[config.mk]
export PLATFORM = sky130hd
export DESIGN_NAME = rxdw_top
export DESIGN_NICKNAME = d
export VERILOG_FILES = /design/src/rtl/rxdw_pkg.sv /design/src/rtl/rxdw_next_ptr.sv /design/src/rtl/rxdw_len_clip.sv /design/src/rtl/rxdw_wb_pack.sv /design/src/rtl/rxdw_top.sv
export SDC_FILE = /design/constraint.sdc
export NUM_CORES = 1
export LEC_CHECK = 0
export CAP_MARGIN = 15
export CORE_MARGIN = 3
export CORE_UTILIZATION = 46
export CTS_CLUSTER_DIAMETER = 100
export DETAILED_ROUTE_END_ITERATION = 7
export MAX_ROUTING_LAYER = met4
export PLACE_DENSITY = 0.86
export SYNTH_ARGS = -nofsm -noshare
export SYNTH_HDL_FRONTEND = slang
export SYNTH_SLANG_ARGS = --single-unit
[constraint.sdc]
create_clock -name clk -period 2.8 [get_ports clk]
set_input_delay 0.28 -clock clk [delete_from_list [all_inputs] [get_ports clk]]
set_output_delay 0.28 -clock clk [all_outputs]
set_load 0.1 [all_outputs]
[src/rtl/rxdw_pkg.sv]
package rxdw_pkg;
  localparam int WORD_W  = 32;
  localparam int LEN_W   = 16;
  localparam int STRIDE  = 16;
  localparam int OFS_W1  = 4;
  localparam int OFS_W2  = 8;
  localparam int B_OWN   = 31;
  localparam int B_END   = 30;
  localparam int B_ERR   = 29;
  localparam int B_LAST  = 28;
  localparam int B_OVF   = 27;

  typedef enum logic [2:0] {
    ST_IDLE,
    ST_RD0,
    ST_RD1,
    ST_RD2,
    ST_XFER,
    ST_WB1,
    ST_WB0
  } walk_st_t;
endpackage

[src/rtl/rxdw_next_ptr.sv]
module rxdw_next_ptr #(
  parameter int AW = 32
) (
  input  logic [AW-1:0] cur_ptr,
  input  logic [AW-1:0] base_addr,
  input  logic          list_end,
  output logic [AW-1:0] next_ptr
);
  localparam logic [AW-1:0] STEP = AW'(rxdw_pkg::STRIDE);

  always_comb begin
    if (list_end) next_ptr = base_addr;
    else          next_ptr = cur_ptr + STEP;
  end
endmodule

[src/rtl/rxdw_len_clip.sv]
module rxdw_len_clip #(
  parameter int LW = 16
) (
  input  logic [LW-1:0] frame_len,
  input  logic [LW-1:0] buf_size,
  output logic [LW-1:0] kept_len,
  output logic          overflow
);
  always_comb begin
    overflow = (frame_len > buf_size);
    kept_len = overflow ? buf_size : frame_len;
  end
endmodule

[src/rtl/rxdw_wb_pack.sv]
module rxdw_wb_pack
  import rxdw_pkg::*;
(
  input  logic             list_end,
  input  logic             frm_err,
  input  logic             frm_last,
  input  logic             overflow,
  input  logic [LEN_W-1:0] size,
  input  logic [LEN_W-1:0] kept_len,
  output logic [WORD_W-1:0] word0,
  output logic [WORD_W-1:0] word1
);
  always_comb begin
    word0         = '0;
    word0[B_OWN]  = 1'b0;
    word0[B_END]  = list_end;
    word0[B_ERR]  = frm_err;
    word0[B_LAST] = frm_last;
    word0[B_OVF]  = overflow;
    word1         = {size, kept_len};
  end
endmodule

[src/rtl/rxdw_top.sv]
module rxdw_top
  import rxdw_pkg::*;
#(
  parameter int AW = 32
) (
  input  logic              clk,
  input  logic              rst_n,
  input  logic [AW-1:0]     base_addr,
  input  logic              en_set,
  input  logic              en_clr,
  output logic              en_o,
  output logic              idle_o,
  output logic              mem_req,
  output logic              mem_we,
  output logic [AW-1:0]     mem_addr,
  output logic [WORD_W-1:0] mem_wdata,
  input  logic              mem_ack,
  input  logic [WORD_W-1:0] mem_rdata,
  output logic              buf_valid,
  output logic [AW-1:0]     buf_addr,
  output logic [LEN_W-1:0]  buf_size,
  input  logic              xfer_done,
  input  logic [LEN_W-1:0]  xfer_len,
  input  logic              xfer_err,
  input  logic              xfer_last
);
  walk_st_t          st_q, st_d;
  logic              en_q, en_d;
  logic [AW-1:0]     ptr_q, ptr_d;
  logic              end_q, end_d;
  logic [LEN_W-1:0]  size_q, size_d;
  logic [AW-1:0]     baddr_q, baddr_d;
  logic [LEN_W-1:0]  len_q, len_d;
  logic              ovf_q, ovf_d;
  logic              err_q, err_d;
  logic              last_q, last_d;

  logic [AW-1:0]     nxt_ptr;
  logic [LEN_W-1:0]  clip_len;
  logic              clip_ovf;
  logic [WORD_W-1:0] wb_w0, wb_w1;

  rxdw_next_ptr #(.AW(AW)) u_next (
    .cur_ptr   (ptr_q),
    .base_addr (base_addr),
    .list_end  (end_q),
    .next_ptr  (nxt_ptr)
  );

  rxdw_len_clip #(.LW(LEN_W)) u_clip (
    .frame_len (xfer_len),
    .buf_size  (size_q),
    .kept_len  (clip_len),
    .overflow  (clip_ovf)
  );

  rxdw_wb_pack u_pack (
    .list_end (end_q),
    .frm_err  (err_q),
    .frm_last (last_q),
    .overflow (ovf_q),
    .size     (size_q),
    .kept_len (len_q),
    .word0    (wb_w0),
    .word1    (wb_w1)
  );

  // next-state logic
  always_comb begin
    st_d    = st_q;
    en_d    = en_q;
    ptr_d   = ptr_q;
    end_d   = end_q;
    size_d  = size_q;
    baddr_d = baddr_q;
    len_d   = len_q;
    ovf_d   = ovf_q;
    err_d   = err_q;
    last_d  = last_q;

    if (en_clr)      en_d = 1'b0;
    else if (en_set) en_d = 1'b1;

    unique case (st_q)
      ST_IDLE: begin
        if (en_set && !en_clr) begin
          ptr_d = base_addr;
          st_d  = ST_RD0;
        end
      end
      ST_RD0: begin
        if (mem_ack) begin
          if (!mem_rdata[B_OWN]) begin
            en_d = 1'b0;
            st_d = ST_IDLE;
          end else begin
            end_d = mem_rdata[B_END];
            st_d  = ST_RD1;
          end
        end
      end
      ST_RD1: begin
        if (mem_ack) begin
          size_d = mem_rdata[WORD_W-1 -: LEN_W];
          st_d   = ST_RD2;
        end
      end
      ST_RD2: begin
        if (mem_ack) begin
          baddr_d = mem_rdata[AW-1:0];
          st_d    = ST_XFER;
        end
      end
      ST_XFER: begin
        if (xfer_done) begin
          len_d  = clip_len;
          ovf_d  = clip_ovf;
          err_d  = xfer_err;
          last_d = xfer_last;
          st_d   = ST_WB1;
        end
      end
      ST_WB1: begin
        if (mem_ack) st_d = ST_WB0;
      end
      ST_WB0: begin
        if (mem_ack) begin
          ptr_d = nxt_ptr;
          st_d  = en_d ? ST_RD0 : ST_IDLE;
        end
      end
      default: st_d = ST_IDLE;
    endcase
  end

  // control registers
  always_ff @(posedge clk or negedge rst_n) begin
    if (!rst_n) begin
      st_q <= ST_IDLE;
      en_q <= 1'b0;
    end else begin
      st_q <= st_d;
      en_q <= en_d;
    end
  end

  // datapath registers, no reset needed
  always_ff @(posedge clk) begin
    ptr_q   <= ptr_d;
    end_q   <= end_d;
    size_q  <= size_d;
    baddr_q <= baddr_d;
    len_q   <= len_d;
    ovf_q   <= ovf_d;
    err_q   <= err_d;
    last_q  <= last_d;
  end

  // memory port decode
  always_comb begin
    mem_req   = 1'b0;
    mem_we    = 1'b0;
    mem_addr  = ptr_q;
    mem_wdata = '0;
    unique case (st_q)
      ST_RD0: mem_req = 1'b1;
      ST_RD1: begin
        mem_req  = 1'b1;
        mem_addr = ptr_q + AW'(OFS_W1);
      end
      ST_RD2: begin
        mem_req  = 1'b1;
        mem_addr = ptr_q + AW'(OFS_W2);
      end
      ST_WB1: begin
        mem_req   = 1'b1;
        mem_we    = 1'b1;
        mem_addr  = ptr_q + AW'(OFS_W1);
        mem_wdata = wb_w1;
      end
      ST_WB0: begin
        mem_req   = 1'b1;
        mem_we    = 1'b1;
        mem_wdata = wb_w0;
      end
      default: ;
    endcase
  end

  assign en_o      = en_q;
  assign idle_o    = (st_q == ST_IDLE);
  assign buf_valid = (st_q == ST_XFER);
  assign buf_addr  = baddr_q;
  assign buf_size  = size_q;
endmodule

==> impl_results.md <==
* Relative max-transition margin at 45.3%
* Number of synthesized flops with an enable pin at 100
* Startpoint Class: register
* Clock tree root driver cell: clkbuf_16
* Area after DPL at 0.00906 mm²
* Final Worst Setup Slack at about 0.12 ns
* Synth Register Bits at 104
* DRC at 0
* Maximum clock path buffer count at 2
* Post-synth top cells: edfxtp_1, nand2_1, nor2_1
* Chip width at 120 µm
* Port-buffer cells at 204
* Initial Util at approximately half
* Critical path class: register to output port
* Comb power frac at 53.8%
* Async set-reset flop share out of synthesis at 3.85%
* CP Cell Sequence: ha_4 -> nand2_1 -> o211ai_1 -> buf_4 -> nand4_1 -> buf_6 -> nor3_1 -> xor2_2 -> buf_12
* GR Overflow Total at 0
* Largest net degree at the start of global routing at 34
* Top delay family on crit path: buffers and inverters
* Layout Utilization at 76.8%
* CTS tree: done
* Layout area overhead at 59.3%
* Post-DP HPWL at ~15 mm
* # IOs at 205
* CP max stage delay at between 0.4 and 0.5 ns
* Mean area per synthesized cell at 10.4 µm²
* CP Data Required Time at roughly 2.5 ns
* Vias in the first global route at 5,716
* Net Sw Power at approximately 0.0035 W
* Vias at 5,607
* Unrepaired setup endpoints after global routing: false
* Number of nets in the layout at 914
* Most frequent cell after synthesis: edfxtp_1
* Int Pwr at 0.00380 W
* CP max stage cell: edfxtp_1
* Core Region at 0.0124 mm²
* ANT nets after route at 0
* 1st-pass router iterations at 5
* Num rows at 40
* Mapped Nets at 683
* Buf/Inv on CP at 3
* Tightest Pin Transition at around 0.82 ns
* Cell leakage power at 3.82 nW
* Mapped Cells at 576
* Total die area at 0.0144 mm²
* TritonCTS buffer count at 9
* Vias/cell at 5.72
* Post-synthesis cell type count at 51
* Clock sinks at 104
* Sequential share of the synthesized area at 52.0%
* Worst-path fanout max at 4
* Period utilization at 95.9%
* Top cell type by total area after synthesis: edfxtp_1
* Wirelength per Cell at 20.5 µm
* Share of layout cells above drive strength 1 at 28.0%
* Clock power share at 16.9%
* Yosys top cell area share at between 50% and 60%
* Power Total at 0.00732 W
* Routability cong. at 0.913
* Initial DRC count at roughly 620
* Worst-path clk slew at 0.07 ns
* Placed Instances at 953
* Fmax at about 370 MHz
* Setup Viol. Count Final at 0
* Pre-CTS WS at -0.0314 ns
* Wire length of the first global-routing pass at 31.3 mm
* Minimum clock period at 2.68 ns
* DIE HEIGHT at 120 µm
* Total Wirelength at 20.1 mm
* Status: completed
* Final Non-Filler Cells at 980
* Total GRT Usage at 28.9%
* Clk_lat worst skew at 0.36 ns
* Top FF cell, synth: edfxtp_1
* Worst Hold Class: input pin to asynchronous set/reset pin
* Worst vdd ir at 0.561 mV
* Initial antenna violation count at 0
* Synth warn at 0
* Net Sw Frac at about half
* Fin. Hold Viols at 0
* Netlist Area Pre-Place at ~0.006 mm²
* Final Cell Area at 0.00950 mm²
* Clk_skew at 0.0113 ns
* Largest cells by area after synthesis: edfxtp_1, nand2_1, xor2_1
* WP data arrival at roughly 2.4 ns
* Element type at the critical path end: output port
* CTS H-tree lvls at 3
* Max Cap Violations at 0
* Final Max Slew Viols at 0
* # diodes at 0
* Flop pwr share at 29.4%
* PwrDens at 771 mW/mm²
[final timing paths]
kind                         startpoint            to  slack (ns)  cells past startpoint
max                            ptr_q[3]  mem_addr[23]        0.12                      9
max in group asynchronous         rst_n       st_q[0]        2.47                      1
min reg2reg                 buf_size[1]      len_q[1]        0.65                      1
min in group clk           mem_rdata[1]   buf_addr[1]        0.47                      1
max reg2reg                 buf_size[5]      len_q[4]        0.19                      8
min                               rst_n          en_o        0.13                      1
[placed cells by master (no fill, tap or decap), drive strengths merged, types with 19 or more instances in the layout]
master         count
and2              26
and3              19
buf              166
clkdlybuf4s50     87
edfxtp           100
ha                19
inv               25
nand2             78
nand3             32
nor2              36
o21ai             38
xnor2             21
xor2              31
[cell type report]
cell class                      count  area, µm²
Sequential cell                   104       3110
Multi-Input combinational cell    416       2890
Inverter                           23       86.3
Clock buffer                        9        225
Clock inverter                      7       62.6
Tap cell                          168        210
Fill cell                         778       2860
Timing Repair Buffer              253       2920
[power by group through the flow]
stage                     logic (W)  registers [W]  clock network, W
after floorplan             0.00212        0.00259                 0
after global placement      0.00383        0.00216                 0
after detailed placement    0.00389        0.00217                 0
after CTS                   0.00391        0.00214           0.00125
after global routing        0.00406        0.00217           0.00131
final                       0.00394        0.00215           0.00124
[what timing repair did]
item	4_1_cts	5_1_grt
setup endpoints to repair	7	11
gates resized for setup	4	10
pin swaps	1	4
buffers inserted	5	6
hold buffers	0	0
cloned	0	0
[per-stage QoR]
stage	TNS (ns)	hold slack, ns
4_1_cts	0	0.126
3_3_place_gp	0	0.493
2_1_floorplan	-4.79	-0.0156
6_report	0	0.127
5_1_grt	0	0.128
3_5_place_dp	-0.164	0.503
[registers in the layout, summed over array words and instances, names as in the netlist]
signal    count
end_q         1
last_q        1
st_q          3
ptr_q        32
en_o          1
ovf_q         1
buf_size     16
err_q         1
len_q        16
buf_addr     32
[kinds of logic after synthesis]
logic type      count (synthesis)  share of synthesized area [%]
compound gates                 97                           11.1
xor+xnor                       52                           7.64
fa+ha+maj                      19                           3.99
buf+inv                        56                           3.97
flops                         104                           52.0
simple gates                  248                           21.3
[metal layers]
layer	global-route usage [%]	vias up	share of wire [%]
met4	11.4	0	3.6
met5	-	-	0
met2	46.1	326	49
met3	6.93	51	8.3
met1	35.7	2683	39
li1	-	2547	-
Power figures use the tool's default switching activity.
